==> config.mk <==
export PLATFORM = sky130hd
export DESIGN_NAME = stall_tally
export DESIGN_NICKNAME = d
export VERILOG_FILES = /design/src/rtl/st_pkg.sv /design/src/rtl/st_src_probe.sv /design/src/rtl/st_pair_max.sv /design/src/rtl/stall_tally.sv
export SDC_FILE = /design/constraint.sdc
export NUM_CORES = 1
export LEC_CHECK = 0
export BUFFER_PORTS_ARGS = -buffer_cell sky130_fd_sc_hd__buf_2
export CAP_MARGIN = 30
export CORE_ASPECT_RATIO = 1.1
export CORE_MARGIN = 2
export CORE_UTILIZATION = 61
export DETAILED_ROUTE_END_ITERATION = 10
export GPL_TIMING_DRIVEN = 0
export PLACE_DENSITY = 0.84
export SLEW_MARGIN = 30
export SYNTH_ARGS = -nofsm -noshare
export SYNTH_HDL_FRONTEND = slang
export SYNTH_SLANG_ARGS = --single-unit
export TNS_END_PERCENT = 10
==> constraint.sdc <==
create_clock -name clk -period 12.5 [get_ports clk]
set_input_delay 0.625 -clock clk [delete_from_list [all_inputs] [get_ports clk]]
set_output_delay 0.625 -clock clk [all_outputs]
set_load 0.005 [all_outputs]
==> src/rtl/st_pkg.sv <==
package st_pkg;
    localparam int unsigned LOAD_USE_PENALTY = 2;
    localparam int unsigned REDIRECT_PENALTY = 2;
    localparam int unsigned NUM_SOURCES      = 2;
endpackage

==> src/rtl/st_src_probe.sv <==
module st_src_probe #(
    parameter int NREG  = 16,
    parameter int SRC_W = 5
) (
    input  logic [SRC_W-1:0] src,
    input  logic [NREG-1:0]  busy,
    output logic             hit
);
    localparam int IDX_W = $clog2(NREG);

    logic in_range;
    assign in_range = ({1'b0, src} < (SRC_W+1)'(NREG));
    assign hit      = in_range && busy[src[IDX_W-1:0]];
endmodule

==> src/rtl/st_pair_max.sv <==
module st_pair_max #(
    parameter int CNT_W = 32
) (
    input  logic [CNT_W-1:0] own,
    input  logic [CNT_W-1:0] prior,
    output logic [CNT_W-1:0] charge
);
    assign charge = (own > prior) ? own : prior;
endmodule

==> src/rtl/stall_tally.sv <==
module stall_tally
    import st_pkg::*;
#(
    parameter int NREG   = 16,
    parameter int SRC_W  = 5,
    parameter int DST_W  = 4,
    parameter int BASE_W = 8,
    parameter int CNT_W  = 32
) (
    input  logic              clk,
    input  logic              rst_n,
    input  logic              in_valid,
    input  logic              in_first,
    input  logic              in_last,
    input  logic [SRC_W-1:0]  in_src_a,
    input  logic [SRC_W-1:0]  in_src_b,
    input  logic              in_is_load,
    input  logic [DST_W-1:0]  in_dst,
    input  logic              in_is_branch,
    input  logic              in_taken,
    input  logic [BASE_W-1:0] in_base,
    output logic [CNT_W-1:0]  total_cycles,
    output logic [CNT_W-1:0]  load_stall_cycles,
    output logic [CNT_W-1:0]  branch_stall_cycles,
    output logic [CNT_W-1:0]  taken_count,
    output logic [CNT_W-1:0]  untaken_count,
    output logic [NREG-1:0]   load_mask
);
    localparam int NSRC = NUM_SOURCES;

    typedef struct packed {
        logic [NREG-1:0]  act;
        logic [NREG-1:0]  pend;
        logic [CNT_W-1:0] run_max;
        logic [CNT_W-1:0] total;
        logic [CNT_W-1:0] lstall;
        logic [CNT_W-1:0] bstall;
        logic [CNT_W-1:0] taken;
        logic [CNT_W-1:0] untaken;
    } tally_t;

    tally_t tally_d, tally_q;

    logic [SRC_W-1:0] srcs [NSRC];
    logic [NSRC-1:0]  hit;
    logic [CNT_W-1:0] ld_pen, br_pen, ins_total, prior_max, charge;

    assign srcs[0] = in_src_a;
    assign srcs[1] = in_src_b;

    for (genvar g = 0; g < NSRC; g++) begin : g_probe
        st_src_probe #(.NREG(NREG), .SRC_W(SRC_W)) u_probe (
            .src  (srcs[g]),
            .busy (tally_q.act),
            .hit  (hit[g])
        );
    end

    assign ld_pen    = CNT_W'(LOAD_USE_PENALTY) * CNT_W'($countones(hit));
    assign br_pen    = (in_is_branch && in_taken) ? CNT_W'(REDIRECT_PENALTY) : '0;
    assign ins_total = CNT_W'(in_base) + ld_pen + br_pen;
    assign prior_max = in_first ? '0 : tally_q.run_max;

    st_pair_max #(.CNT_W(CNT_W)) u_merge (
        .own    (ins_total),
        .prior  (prior_max),
        .charge (charge)
    );

    always_comb begin
        logic [NREG-1:0] pend_next;
        tally_d   = tally_q;
        pend_next = in_first ? '0 : tally_q.pend;
        if (in_valid) begin
            if (in_is_load) begin
                pend_next[in_dst] = 1'b1;
            end
            tally_d.pend   = pend_next;
            tally_d.act    = pend_next;
            tally_d.lstall = tally_q.lstall + ld_pen;
            tally_d.bstall = tally_q.bstall + br_pen;
            if (in_last) begin
                tally_d.total   = tally_q.total + charge;
                tally_d.run_max = '0;
            end else begin
                tally_d.run_max = ins_total;
            end
            if (in_is_branch) begin
                if (in_taken) begin
                    tally_d.taken = tally_q.taken + 1'b1;
                end else begin
                    tally_d.untaken = tally_q.untaken + 1'b1;
                end
            end
        end
    end

    always_ff @(posedge clk) begin
        if (!rst_n) begin
            tally_q <= '0;
        end else begin
            tally_q <= tally_d;
        end
    end

    assign total_cycles        = tally_q.total;
    assign load_stall_cycles   = tally_q.lstall;
    assign branch_stall_cycles = tally_q.bstall;
    assign taken_count         = tally_q.taken;
    assign untaken_count       = tally_q.untaken;
    assign load_mask           = tally_q.act;
endmodule

==> flow_results.xml <==
<?xml version="1.0" encoding="UTF-8"?>
<metrics>
  <group name="sta">
    <metric name="final_hold_viol_count" unit="">0</metric>
    <metric name="achievable-frequency" unit="MHz">137</metric>
    <metric name="min_period_over_period" unit="">0.583</metric>
    <metric name="timing.final.crit_period" unit="ns">7.28</metric>
    <metric name="worst-slew-pin-transition" unit="ns">0.900</metric>
    <metric name="setup-tns-final" unit="ns">0</metric>
    <metric name="setup_viol_count_final" unit="">0</metric>
    <metric name="final_max_slew_viol_count" unit="">0</metric>
    <metric name="relative_max_transition_margin" unit="">0.400</metric>
    <metric name="clock-skew-final" unit="ns">0.0119</metric>
    <metric name="rsz_0062_raised_after_global_routing" unit="">no</metric>
  </group>
  <group name="cells_and_area">
    <metric name="layout.nets" unit="">1549</metric>
    <metric name="layout.cells.most_common_list" unit="">sky130_fd_sc_hd__buf_2, sky130_fd_sc_hd__dfxtp_1, sky130_fd_sc_hd__buf_4, sky130_fd_sc_hd__nor2_1, sky130_fd_sc_hd__nand2_1</metric>
    <metric name="diodes" unit="">0</metric>
    <metric name="final.fill_count" unit="">1366</metric>
    <metric name="final-seq-area" unit="sq mm">0.00366</metric>
    <metric name="final_common_cell" unit="">sky130_fd_sc_hd__buf_2</metric>
    <metric name="area_growth_syn_to_layout" unit="%">18.2</metric>
    <metric name="post-route-cell-area" unit="sq mm">0.0127</metric>
    <metric name="drive_gt1_frac" unit="">0.302</metric>
    <metric name="multiInputGateArea" unit="sq mm">0.00542</metric>
  </group>
  <group name="setup_path">
    <metric name="worst_r2r_endpoint" unit="">total_cycles[10]</metric>
    <metric name="worstReg2RegStart" unit="">tally_q[197]</metric>
    <metric name="arrival" unit="ns">7.65</metric>
    <metric name="reg2reg_slack" unit="ns">5.25</metric>
    <metric name="crit_path_launch_type" unit="">primary input</metric>
    <metric name="reg2reg_depth" unit="">26</metric>
    <metric name="kind_of_capture_point_of_the_worst_setup_path" unit="">flip-flop</metric>
    <metric name="cp_max_fo" unit="">10</metric>
    <metric name="critical_path_required" unit="ns">12.86</metric>
    <metric name="critPathKind" unit="">in2reg</metric>
  </group>
  <group name="synth">
    <metric name="yosys-top-cells-area" unit="">sky130_fd_sc_hd__dfxtp_1, sky130_fd_sc_hd__buf_4, sky130_fd_sc_hd__nor2_1, sky130_fd_sc_hd__xnor2_1, sky130_fd_sc_hd__xor2_1</metric>
    <metric name="complex_gate_fraction_of_the_synthesized_area" unit="">0.0905</metric>
    <metric name="synth_cells" unit="">1264</metric>
    <metric name="ys.flop_type" unit="">sky130_fd_sc_hd__dfxtp_1</metric>
    <metric name="synth_edf_count" unit="">0</metric>
    <metric name="yosysTopAreaCellShare" unit="">0.342</metric>
    <metric name="synth-warning-count" unit="">0</metric>
    <metric name="synth_simple_gate_area_frac" unit="">0.246</metric>
    <metric name="post_synth_fa_ha_maj_area_fraction" unit="">0.0413</metric>
    <metric name="yosys.cell_types.count" unit="">67</metric>
    <metric name="synth_top_family_by_area" unit="">simple AND/OR/NAND/NOR gates</metric>
    <metric name="synth_seq_area_share" unit="">0.342</metric>
    <metric name="synth_top_cell_by_area" unit="">sky130_fd_sc_hd__dfxtp_1</metric>
    <metric name="synth.avg_cell_area" unit="sq um">8.48</metric>
    <metric name="synthArstFlopShare" unit="">0</metric>
    <metric name="synth-xor-area-share" unit="">0.0793</metric>
    <metric name="synth_mux_area_frac" unit="">0.0474</metric>
    <metric name="syn_area" unit="sq mm">0.0107</metric>
    <metric name="yosys_register_bits" unit="">183</metric>
  </group>
  <group name="routing">
    <metric name="routedWlPerCell" unit="um">15.0</metric>
    <metric name="vias_per_cell" unit="">5.47</metric>
    <metric name="detailedRoute.firstIterationViolations" unit="">463</metric>
    <metric name="detail_route.first_pass.iterations" unit="">5</metric>
    <metric name="vias" unit="">9483</metric>
    <metric name="ant_nets" unit="">0</metric>
    <metric name="routed_wl" unit="um">26100</metric>
    <metric name="drc" unit="">0</metric>
  </group>
  <group name="placement">
    <metric name="placedInstanceArea" unit="sq mm">0.0120</metric>
    <metric name="portBuffers" unit="">202</metric>
    <metric name="dp_hpwl" unit="um">19100</metric>
    <metric name="place_congestion" unit="">0.935</metric>
  </group>
  <group name="clocking">
    <metric name="postCtsSetupBuffers" unit="">0</metric>
    <metric name="number_of_hold_repair_buffers_added_at_the_cts_stage" unit="">0</metric>
    <metric name="clk_latency" unit="ns">0.44</metric>
    <metric name="ctsLongestPathBuffers" unit="">2</metric>
    <metric name="post_cts.resized_instances" unit="">0</metric>
    <metric name="cts_tree" unit="">built</metric>
    <metric name="cts_inserted_buffers" unit="">17</metric>
    <metric name="h-tree-depth" unit="">4</metric>
    <metric name="clock_sinks" unit="">183</metric>
    <metric name="clkTransAtPathRegs" unit="ns">0.07</metric>
    <metric name="ctsRootBufferMaster" unit="">sky130_fd_sc_hd__clkbuf_16</metric>
  </group>
  <group name="flow_run">
    <metric name="timing.max_cap.violations" unit="">0</metric>
  </group>
  <group name="global_route">
    <metric name="antenna_found_initial" unit="">0</metric>
    <metric name="wire_length_of_the_first_global_routing_pass" unit="um">41900</metric>
    <metric name="grt-ovfl-total" unit="">0</metric>
    <metric name="grt_start_max_net_pins" unit="">18</metric>
    <metric name="grt_use_total" unit="">0.280</metric>
    <metric name="via_count_of_the_first_global_routing_pass" unit="">8746</metric>
  </group>
  <group name="power">
    <metric name="power.static_leakage" unit="nW">5.70</metric>
    <metric name="p_sw_frac" unit="">0.237</metric>
    <metric name="p_seq_frac" unit="">0.469</metric>
    <metric name="power.switching" unit="mW">0.299</metric>
    <metric name="p_int" unit="mW">0.962</metric>
    <metric name="power_density" unit="mW/mm^2">99.6</metric>
    <metric name="max-vdd-ir-drop" unit="uV">94.0</metric>
    <metric name="power" unit="mW">1.26</metric>
    <metric name="pwr-share-comb" unit="">0.069</metric>
    <metric name="clockPowerShare" unit="">0.463</metric>
  </group>
  <group name="floorplanning">
    <metric name="io-pin-count" unit="">206</metric>
    <metric name="floorplan.die.height" unit="um">143</metric>
    <metric name="design.core.area" unit="sq mm">0.0171</metric>
    <metric name="initial_core_util" unit="">0.625</metric>
    <metric name="num_rows" unit="">50</metric>
    <metric name="die-area" unit="sq mm">0.0186</metric>
    <metric name="die_w" unit="um">130</metric>
  </group>
  <group name="worst_hold_path">
    <metric name="hold_path_end" unit="">tally_q[167]</metric>
    <metric name="worstHoldStart" unit="">tally_q[167]</metric>
    <metric name="worst_hold_path.num_cells" unit="">2</metric>
    <metric name="worst_min_delay_path_category" unit="">reg2reg</metric>
  </group>
  <group name="outcome">
    <metric name="outcome" unit="">finished, final reports clean</metric>
  </group>
</metrics>
worst max-delay path by stage:
stage | startpoint | endpoint | cells past startpoint
after floorplan | in_src_a[0] | total_cycles[10] | 26
after global routing | in_src_a[0] | total_cycles[10] | 27
final | in_src_a[0] | total_cycles[10] | 27
after global placement | in_src_a[0] | total_cycles[24] | 27
after CTS | in_src_a[0] | total_cycles[10] | 27
after detailed placement | in_src_a[0] | total_cycles[10] | 27
logic make-up after synthesis:
group	after synthesis
simple gates	507
other cells	1
fa+ha+maj	33
mux	38
xor+xnor	97
flops	183
compound gates	149
buf+inv	256
power groups by stage:
stage	Combinational (mW)	Clock, mW	Sequential (mW)
finish	0.0869	0.583	0.591
global route	0.0957	0.613	0.591
CTS	0.0865	0.590	0.591
detailed placement	0.0859	0	0.604
global placement	0.0835	0	0.604
floorplan	0.0576	0	0.603
cell type report:
class / instances / area share
buffer: 219 / 0.119
clock buffer: 18 / 0.0339
clock inverter: 14 / 0.0165
inverter: 37 / 0.0110
multi-input combinational: 826 / 0.428
sequential: 183 / 0.289
tap: 234 / 0.0231
timing repair buffer: 202 / 0.0799
worst max-delay path, stage by stage:
cell                       delay, ns
sky130_fd_sc_hd__buf_2          0.16
sky130_fd_sc_hd__mux4_2         0.53
sky130_fd_sc_hd__mux4_2         0.45
sky130_fd_sc_hd__nor2b_1        0.18
sky130_fd_sc_hd__ha_1           0.32
sky130_fd_sc_hd__inv_1          0.06
sky130_fd_sc_hd__fa_1           0.38
sky130_fd_sc_hd__inv_1          0.07
sky130_fd_sc_hd__ha_1           0.17
sky130_fd_sc_hd__fa_1           0.23
sky130_fd_sc_hd__nand3_1        0.11
sky130_fd_sc_hd__or2_2          0.34
sky130_fd_sc_hd__ha_1           0.32
sky130_fd_sc_hd__nand3b_1       0.16
sky130_fd_sc_hd__nor2_1         0.17
sky130_fd_sc_hd__o21ai_0        0.15
sky130_fd_sc_hd__a22oi_2        0.53
sky130_fd_sc_hd__mux2_2         0.41
sky130_fd_sc_hd__ha_1           0.21
sky130_fd_sc_hd__fa_1           0.42
sky130_fd_sc_hd__a21o_1         0.19
sky130_fd_sc_hd__a221o_1        0.37
sky130_fd_sc_hd__a31oi_2        0.31
sky130_fd_sc_hd__buf_2          0.29
sky130_fd_sc_hd__buf_4          0.22
sky130_fd_sc_hd__o21ai_0        0.10
sky130_fd_sc_hd__a21oi_1        0.13
through the flow:
stage / utilization / hold WS, ns / setup slack [ns] / instances
after floorplan: - / 0.436 / 5.86 / 1265
after global placement: 0.701 / 0.448 / 4.93 / 1701
after detailed placement: 0.701 / 0.462 / 4.82 / 1701
after CTS: 0.739 / 0.475 / 5.25 / 1733
after global routing: 0.739 / 0.496 / 4.84 / 1733
final: 0.739 / 0.469 / 5.22 / 1733
routing by layer:
layer | global-route usage | up-vias | wire length [um]
met5 | 0 | - | 0
met4 | 0.108 | 0 | 508
met3 | 0.0525 | 43 | 1640
met2 | 0.479 | 306 | 13100
met1 | 0.349 | 4468 | 10800
li1 | - | 4666 | -
flip-flops by register name (all words and copies together), names as in the netlist:
signal and count:
untaken_count 32, branch_stall_cycles 31, tally_q 25, total_cycles 32
load_stall_cycles 31, taken_count 32
synthesized netlist by cell type (3+ instances only):
master / number
sky130_fd_sc_hd__nand2_1: 104
sky130_fd_sc_hd__fa_1: 4
sky130_fd_sc_hd__nand2b_1: 33
sky130_fd_sc_hd__or4_1: 13
sky130_fd_sc_hd__o21ai_0: 17
sky130_fd_sc_hd__ha_1: 29
sky130_fd_sc_hd__and3_1: 17
sky130_fd_sc_hd__o211ai_1: 12
sky130_fd_sc_hd__xor2_1: 46
sky130_fd_sc_hd__or3_1: 14
sky130_fd_sc_hd__xnor2_1: 51
sky130_fd_sc_hd__nor2_1: 138
sky130_fd_sc_hd__o311ai_0: 3
sky130_fd_sc_hd__nand3b_1: 4
sky130_fd_sc_hd__nand3_1: 50
sky130_fd_sc_hd__nor3_2: 3
sky130_fd_sc_hd__buf_2: 5
sky130_fd_sc_hd__o41ai_1: 3
sky130_fd_sc_hd__and2_1: 8
sky130_fd_sc_hd__nor3_1: 24
sky130_fd_sc_hd__inv_1: 37
sky130_fd_sc_hd__mux4_2: 10
sky130_fd_sc_hd__a21o_1: 8
sky130_fd_sc_hd__nand4_1: 39
sky130_fd_sc_hd__buf_1: 4
sky130_fd_sc_hd__a21oi_1: 57
sky130_fd_sc_hd__nor4_1: 18
sky130_fd_sc_hd__dfxtp_1: 183
sky130_fd_sc_hd__buf_4: 179
sky130_fd_sc_hd__nand4_2: 3
sky130_fd_sc_hd__and4_1: 17
sky130_fd_sc_hd__o31ai_1: 15
sky130_fd_sc_hd__clkbuf_1: 31
sky130_fd_sc_hd__a21boi_0: 4
sky130_fd_sc_hd__or2_2: 3
sky130_fd_sc_hd__mux2i_1: 26
sky130_fd_sc_hd__nor2b_1: 6
sky130_fd_sc_hd__a22oi_1: 9
(Power assumes the default switching activity.)
